## src/rtl/cache_pkg.sv

```systemverilog
package cache_pkg;
  localparam int ADDR_W = 32;
  localparam int DATA_W = 32;
  localparam int LINES  = 16;
  localparam int WORDS  = 4;
  localparam int CNT_W  = 16;
  localparam int IDX_W  = $clog2(LINES);
  localparam int OFF_W  = $clog2(WORDS);
  localparam int BYTE_W = $clog2(DATA_W / 8);
  localparam int TAG_W  = ADDR_W - IDX_W - OFF_W - BYTE_W;

  typedef enum logic [1:0] {
    WR_THROUGH = 2'd0,
    WR_BACK    = 2'd1,
    WR_INVAL   = 2'd2
  } wrMode_e;

  typedef enum logic [1:0] {
    SRC_CPU   = 2'd0,
    SRC_FILL  = 2'd1,
    SRC_EVICT = 2'd2
  } addrSel_e;

  typedef struct packed {
    logic             cpuWr;
    logic             markDirty;
    logic             fillWr;
    logic             lineLoad;
    logic             lineInv;
    logic             cntHit;
    logic             cntMiss;
    addrSel_e         addrSel;
    logic [OFF_W-1:0] beat;
  } dpStrobe_t;
endpackage

```

## src/rtl/cache_datapath.sv

```systemverilog
module cache_datapath
  import cache_pkg::*;
(
  input  logic              clk,
  input  logic              rstN,
  input  dpStrobe_t         st,
  input  logic [ADDR_W-1:0] cpuAddr,
  input  logic [DATA_W-1:0] cpuWdata,
  input  logic [DATA_W-1:0] memRdata,
  output logic              hit,
  output logic              victimDirty,
  output logic [DATA_W-1:0] cpuRdata,
  output logic [ADDR_W-1:0] memAddr,
  output logic [DATA_W-1:0] memWdata,
  output logic [CNT_W-1:0]  hitCount,
  output logic [CNT_W-1:0]  missCount
);
  logic [TAG_W-1:0]  tagArr  [LINES];
  logic [DATA_W-1:0] dataArr [LINES][WORDS];
  logic [LINES-1:0]  validArr;
  logic [LINES-1:0]  dirtyArr;

  logic [TAG_W-1:0] cpuTag;
  logic [IDX_W-1:0] cpuIdx;
  logic [OFF_W-1:0] cpuOff;

  assign cpuTag = cpuAddr[ADDR_W-1 -: TAG_W];
  assign cpuIdx = cpuAddr[BYTE_W+OFF_W +: IDX_W];
  assign cpuOff = cpuAddr[BYTE_W +: OFF_W];

  assign hit         = validArr[cpuIdx] && (tagArr[cpuIdx] == cpuTag);
  assign victimDirty = validArr[cpuIdx] && dirtyArr[cpuIdx];
  assign cpuRdata    = dataArr[cpuIdx][cpuOff];

  always_comb begin
    unique case (st.addrSel)
      SRC_FILL:  memAddr = {cpuTag, cpuIdx, st.beat, {BYTE_W{1'b0}}};
      SRC_EVICT: memAddr = {tagArr[cpuIdx], cpuIdx, st.beat, {BYTE_W{1'b0}}};
      default:   memAddr = cpuAddr;
    endcase
    memWdata = (st.addrSel == SRC_EVICT) ? dataArr[cpuIdx][st.beat] : cpuWdata;
  end

  always_ff @(posedge clk) begin
    if (st.cpuWr)
      dataArr[cpuIdx][cpuOff] <= cpuWdata;
    else if (st.fillWr)
      dataArr[cpuIdx][st.beat] <= memRdata;
    if (st.lineLoad)
      tagArr[cpuIdx] <= cpuTag;
  end

  always_ff @(posedge clk) begin
    if (!rstN) begin
      validArr <= '0;
      dirtyArr <= '0;
    end else begin
      if (st.lineLoad) begin
        validArr[cpuIdx] <= 1'b1;
        dirtyArr[cpuIdx] <= 1'b0;
      end
      if (st.lineInv)   validArr[cpuIdx] <= 1'b0;
      if (st.markDirty) dirtyArr[cpuIdx] <= 1'b1;
    end
  end

  always_ff @(posedge clk) begin
    if (!rstN) begin
      hitCount  <= '0;
      missCount <= '0;
    end else begin
      if (st.cntHit)  hitCount  <= hitCount + 1'b1;
      if (st.cntMiss) missCount <= missCount + 1'b1;
    end
  end

  AST_LOAD_CLEAN: assert property (@(posedge clk) disable iff (!rstN)
    st.lineLoad |=> validArr[$past(cpuIdx)] && !dirtyArr[$past(cpuIdx)]);
  AST_INVAL_CLEARS: assert property (@(posedge clk) disable iff (!rstN)
    st.lineInv |=> !validArr[$past(cpuIdx)]);
  AST_HIT_COUNT_STEP: assert property (@(posedge clk) disable iff (!rstN)
    st.cntHit |=> (hitCount == $past(hitCount) + 1'b1) && $stable(missCount));
  AST_MISS_COUNT_STEP: assert property (@(posedge clk) disable iff (!rstN)
    st.cntMiss |=> (missCount == $past(missCount) + 1'b1) && $stable(hitCount));
endmodule

```

## src/rtl/cache_ctrl.sv

```systemverilog
module cache_ctrl
  import cache_pkg::*;
(
  input  logic       clk,
  input  logic       rstN,
  input  logic [1:0] mode,
  input  logic       cpuValid,
  input  logic       cpuWrite,
  input  logic       hit,
  input  logic       victimDirty,
  input  logic       memReady,
  output logic       cpuReady,
  output logic       memValid,
  output logic       memWrite,
  output dpStrobe_t  st
);
  typedef enum logic [1:0] {S_LOOK, S_EVICT, S_FILL, S_WRITE} state_e;

  state_e           state, nextState;
  logic [OFF_W-1:0] beat, nextBeat;
  logic             missPend;
  wrMode_e          policy;
  logic             lastBeat;

  assign policy   = wrMode_e'(mode);
  assign lastBeat = (beat == OFF_W'(WORDS - 1));

  always_comb begin
    nextState = state;
    nextBeat  = beat;
    cpuReady  = 1'b0;
    memValid  = 1'b0;
    memWrite  = 1'b0;
    st        = '0;
    st.addrSel = SRC_CPU;
    st.beat    = beat;
    unique case (state)
      S_LOOK: begin
        if (cpuValid) begin
          if (!cpuWrite || policy == WR_BACK) begin
            if (hit) begin
              cpuReady     = 1'b1;
              st.cpuWr     = cpuWrite;
              st.markDirty = cpuWrite;
              st.cntHit    = !missPend;
              st.cntMiss   = missPend;
            end else begin
              nextState = victimDirty ? S_EVICT : S_FILL;
              nextBeat  = '0;
            end
          end else begin
            st.lineInv = (policy == WR_INVAL) && hit;
            st.cpuWr   = (policy != WR_INVAL) && hit;
            nextState  = S_WRITE;
          end
        end
      end
      S_EVICT: begin
        memValid   = 1'b1;
        memWrite   = 1'b1;
        st.addrSel = SRC_EVICT;
        if (memReady) begin
          nextBeat = beat + 1'b1;
          if (lastBeat) nextState = S_FILL;
        end
      end
      S_FILL: begin
        memValid   = 1'b1;
        st.addrSel = SRC_FILL;
        if (memReady) begin
          st.fillWr = 1'b1;
          nextBeat  = beat + 1'b1;
          if (lastBeat) begin
            st.lineLoad = 1'b1;
            nextState   = S_LOOK;
          end
        end
      end
      default: begin
        memValid = 1'b1;
        memWrite = 1'b1;
        if (memReady) begin
          cpuReady   = 1'b1;
          st.cntHit  = !missPend;
          st.cntMiss = missPend;
          nextState  = S_LOOK;
        end
      end
    endcase
  end

  always_ff @(posedge clk) begin
    if (!rstN) begin
      state    <= S_LOOK;
      beat     <= '0;
      missPend <= 1'b0;
    end else begin
      state <= nextState;
      beat  <= nextBeat;
      if (cpuReady)
        missPend <= 1'b0;
      else if (state == S_LOOK && nextState != S_LOOK)
        missPend <= !hit;
    end
  end

  AST_READY_NEEDS_REQ: assert property (@(posedge clk) disable iff (!rstN)
    cpuReady |-> cpuValid);
  AST_MEM_REQ_HELD: assert property (@(posedge clk) disable iff (!rstN)
    (memValid && !memReady) |=> memValid && $stable(memWrite));
  AST_NO_STALL_DONE: assert property (@(posedge clk) disable iff (!rstN)
    (memValid && !memReady) |-> !cpuReady);
endmodule

```

## src/rtl/wrpolicy_cache.sv

```systemverilog
module wrpolicy_cache
  import cache_pkg::*;
(
  input  logic              clk,
  input  logic              rstN,
  input  logic [1:0]        mode,
  input  logic              cpuValid,
  input  logic              cpuWrite,
  input  logic [ADDR_W-1:0] cpuAddr,
  input  logic [DATA_W-1:0] cpuWdata,
  output logic              cpuReady,
  output logic [DATA_W-1:0] cpuRdata,
  output logic              memValid,
  output logic              memWrite,
  output logic [ADDR_W-1:0] memAddr,
  output logic [DATA_W-1:0] memWdata,
  input  logic              memReady,
  input  logic [DATA_W-1:0] memRdata,
  output logic [CNT_W-1:0]  hitCount,
  output logic [CNT_W-1:0]  missCount
);
  dpStrobe_t st;
  logic      hit;
  logic      victimDirty;

  cache_ctrl u_ctrl (
    .clk(clk), .rstN(rstN), .mode(mode),
    .cpuValid(cpuValid), .cpuWrite(cpuWrite),
    .hit(hit), .victimDirty(victimDirty), .memReady(memReady),
    .cpuReady(cpuReady), .memValid(memValid), .memWrite(memWrite), .st(st)
  );

  cache_datapath u_dp (
    .clk(clk), .rstN(rstN), .st(st),
    .cpuAddr(cpuAddr), .cpuWdata(cpuWdata), .memRdata(memRdata),
    .hit(hit), .victimDirty(victimDirty), .cpuRdata(cpuRdata),
    .memAddr(memAddr), .memWdata(memWdata),
    .hitCount(hitCount), .missCount(missCount)
  );

  AST_ADDR_HELD: assert property (@(posedge clk) disable iff (!rstN)
    (memValid && !memReady) |=> $stable(memAddr));
  AST_READ_DONE_IDLE_MEM: assert property (@(posedge clk) disable iff (!rstN)
    (cpuValid && cpuReady && !cpuWrite) |-> !memValid);
endmodule

```

## config.mk

```make
export PLATFORM = sky130hd
export DESIGN_NAME = wrpolicy_cache
export DESIGN_NICKNAME = d
export VERILOG_FILES = /design/src/rtl/cache_pkg.sv /design/src/rtl/cache_datapath.sv /design/src/rtl/cache_ctrl.sv /design/src/rtl/wrpolicy_cache.sv
export SDC_FILE = /design/constraint.sdc
export NUM_CORES = 2
export LEC_CHECK = 0
export BUFFER_PORTS_ARGS = -buffer_cell sky130_fd_sc_hd__buf_2
export CORE_AREA = 2 2 636 638
export CTS_CLUSTER_DIAMETER = 100
export DETAILED_ROUTE_END_ITERATION = 7
export DIE_AREA = 0 0 638 640
export HOLD_SLACK_MARGIN = 0.03
export SLEW_MARGIN = 20
export SYNTH_ARGS = -nofsm -noshare
export SYNTH_HDL_FRONTEND = slang
export SYNTH_SLANG_ARGS = --single-unit
export TNS_END_PERCENT = 10
```

## constraint.sdc

```tcl
create_clock -name clk -period 16.9 [get_ports clk]
set_input_delay 3.38 -clock clk [delete_from_list [all_inputs] [get_ports clk]]
set_output_delay 3.38 -clock clk [all_outputs]
set_load 0.02 [all_outputs]
```

==> results.txt <==
Delay of the slowest cell on the worst path: 0.86 ns
Post-route worst setup slack: 4.97 ns
Summed instance area of the synthesized netlist: 99900 sq um
Most used standard cell by instance count after synthesis: sky130_fd_sc_hd__edfxtp_1
Data arrival, critical path: 8.55 ns
Total core area: 401000 sq um
Final hold violation count: 0
Post-detailed-route count of antenna-violating nets: 0
Root Buffer Master: sky130_fd_sc_hd__clkbuf_16
Latest clock arrival within the worst-skew pair: 0.93 ns
H-tree depth: 4
Reported leakage power: 35.0 nW
Gr ovfl total: 0
Layout area overhead: 15.7%
CP most frequent cell: sky130_fd_sc_hd__buf_4
IO Count: 234
Cts-stage hold buffer count: 0
Max_slew headroom: 23.4%
Slew @ Worst Pin: 1.15 ns
Total detailed-routing wirelength: 284000 um
Count of endpoints failing setup in the final report: 0
Cts bufs inserted: 228
Total number of yosys warnings: 0
Proportion of netlist area held by the largest area contributor: 73.1%
Net count after synthesis: 4584
Post-synthesis cell count: 4469
Detailed Route Iter0 Violations: 5794
Worst path slowest cell: sky130_fd_sc_hd__buf_4
Post-synth top area cell: sky130_fd_sc_hd__edfxtp_1
Final critical-path share of the clock period: 70.6%
Post-synth EDFFs: 2432
Most used standard cells in the synthesized netlist: sky130_fd_sc_hd__edfxtp_1 (2432), sky130_fd_sc_hd__mux4_2 (774), sky130_fd_sc_hd__mux2_2 (167)
Buffer levels on the longest clock path: 4
Drt drc: 0
Antenna violations before repair: 24
Site Rows: 233
Final standard cell area without fillers: 116000 sq um
Top cells by area in the synthesized netlist: sky130_fd_sc_hd__edfxtp_1 (73%), sky130_fd_sc_hd__mux4_2 (17%), sky130_fd_sc_hd__mux2_2 (1.9%)
Critical path fanouts, max: 69
CTS clock-pin slew for the worst setup and hold paths: 0.06 ns
Number of flip-flops and latches in the synthesized netlist: 2501
All-layer global routing usage: 13.5%
Instance area after placement: 108000 sq um
Syn avg cell area: 22.4 sq um
Unique masters post-synth: 71
Initial standard-cell utilization of the core: 24.9%
Cell total after placement: 9855
Run status: complete, no violations
Wire length of the first global-routing pass: 393000 um
Hold Crit Class: flip-flop to flip-flop
Type of origin of the critical path: input port
CTS-repair resized insts: 0
Final HPWL DP: 164000 um
Highest ir drop seen on vdd: 0.0910 mV
Max capacitance violation total: 0
R2r setup slk: 10.94 ns
First-pass iteration count of the detailed router: 5
Ratio of total power to cell area: 111 nW/um^2
Number of fill cells: 38600
Final critical path time including I/O delays and setup: 11.93 ns
Slew Limit Fails: 0
Number of global-route vias before repair: 49700
Setup Total Neg Slack: 0 ns
Setup repair after global routing missed its margin: false
Detail-routed net length per standard cell: 27.7 um
Critical path start-end classification: input port to output pin
CTS tree: done
Ordered list of cells on the worst path: buf_8, buf_4, buf_4, mux4_2, nand2_1, and2_1, xnor2_1, o31ai_1, nand4_1, nor4_4, or2_2, buf_2
Die Width: 638 um
Weighted congestion reported at the end of routability-driven placement: 0.802
Layout net count: 4913
Pin count of the biggest net entering global routing: 149
Vias per inst: 4.80
Non-filler cells, final: 10300
Post CTS Setup Buffer Count: 0
Number of vias in the routed layout: 49300
Setup slack at placement: 5.07 ns
TritonCTS sink count: 2501
Async set-reset flop share out of synthesis: 0%
Synth Flop Type: sky130_fd_sc_hd__edfxtp_1
Sequential cell area fraction in the yosys report: 74.5%
Required time of the worst setup path: 13.52 ns
Layout cell share with drive strength beyond 1: 34.6%
Die H: 640 um
Maximum frequency from static timing analysis: 0.0838 GHz
Count of buffers from port buffering: 233
Crit path capture type: output pin
Final Skew: 0.120 ns
Full die area: 408000 sq um
==> flip-flops by register name (all words and copies together) (netlist names) <==
name and count:
u_dp.dataArr 2048, u_dp.hitCount 16, u_ctrl.beat 2, u_ctrl.state 2, u_ctrl.missPend 1, u_dp.missCount 16, u_dp.tagArr 384, u_dp.dirtyArr 16
u_dp.validArr 16
==> metrics by stage <==
stage	total power [mW]	util [%]	hold slack, ns
after floorplan	7.50	-	0.446
after global placement	7.84	27.0	0.452
after detailed placement	7.86	27.0	0.467
after CTS	12.9	28.8	0.473
after global routing	13.2	28.8	0.498
final	12.8	28.8	0.466
==> metal layers <==
layer	up-vias	wire, um	global-route usage (%)
li1	19700	-	-
met1	27100	109000	16.6
met2	1973	146000	23.9
met3	447	17100	1.85
met4	6	12000	5.32
met5	-	34	0
==> report_power, final <==
| group | leakage (nW) | switching [mW] | total, mW | internal [mW] |
|---|---|---|---|---|
| clock | 3.54 | 2.28 | 5.12 | 2.84 |
| sequential | 22.4 | 0.00443 | 6.83 | 6.83 |
| combinational | 9.07 | 0.566 | 0.887 | 0.322 |
==> placed cells by master (no fill, tap or decap), types with 19 or more instances in the layout <==
master                      synthesis  final
sky130_fd_sc_hd__clkinv_1           0     47
sky130_fd_sc_hd__nand2_1           93     92
sky130_fd_sc_hd__clkinv_2           0     41
sky130_fd_sc_hd__a22oi_1           23     23
sky130_fd_sc_hd__clkbuf_16          0    229
sky130_fd_sc_hd__a22o_1            23     23
sky130_fd_sc_hd__nand3_1           34     33
sky130_fd_sc_hd__clkbuf_1         154     38
sky130_fd_sc_hd__buf_4              9    109
sky130_fd_sc_hd__mux2_2           167    167
sky130_fd_sc_hd__or3_1             20     19
sky130_fd_sc_hd__bufinv_16          0     23
sky130_fd_sc_hd__inv_1             23     23
sky130_fd_sc_hd__dfxtp_1           69     68
sky130_fd_sc_hd__a21oi_1           71     65
sky130_fd_sc_hd__mux4_2           774    774
sky130_fd_sc_hd__edfxtp_1        2432   2432
sky130_fd_sc_hd__nor2_4             0     64
sky130_fd_sc_hd__buf_2             21    229
sky130_fd_sc_hd__o21ai_0           71     71
sky130_fd_sc_hd__nor2_1           100     36
sky130_fd_sc_hd__mux2i_1           95     94
==> kinds of logic after synthesis <==
group / Yosys count / synth area share [%]
AND/OR/NAND/NOR: 346 / 1.70
flip-flops: 2501 / 74.5
AO/OA/AOI/OAI: 258 / 1.65
adder cells (fa/ha/maj): 12 / 0.150
buffers and inverters: 281 / 1.28
XOR/XNOR: 26 / 0.228
multiplexers: 1045 / 20.5
==> layout make-up <==
type,instances,area (sq um),share of cell area (%)
well taps,5287,6620,5.72
flip-flops and latches,2501,74400,64.4
repair buffers,354,2290,1.98
clock inverters,141,1370,1.18
diodes,16,40.0,0.0346
inverters,26,98.8,0.0855
multi-input cells,1687,24900,21.5
clock buffers,267,5870,5.08
==> worst max-delay path, delay by kind of cell <==
| family | cells | cell delay, ns |
|---|---|---|
| buf+inv | 4 | 2.30 |
| xor+xnor | 1 | 0.09 |
| mux | 1 | 0.44 |
| simple gates | 5 | 1.51 |
| compound gates | 1 | 0.61 |
==> worst paths after layout <==
kind,from,endpoint,cells past startpoint
max reg2reg,u_dp.tagArr[3][16]$_DFFE_PP_,u_dp.dataArr[7][64]$_DFFE_PP_,11
min,u_dp.hitCount[15]$_SDFFE_PN0P_,u_dp.hitCount[15]$_SDFFE_PN0P_,2
max,cpuAddr[7],cpuReady,12
min reg2reg,u_dp.hitCount[15]$_SDFFE_PN0P_,u_dp.hitCount[15]$_SDFFE_PN0P_,2
(Power assumes the default switching activity.)
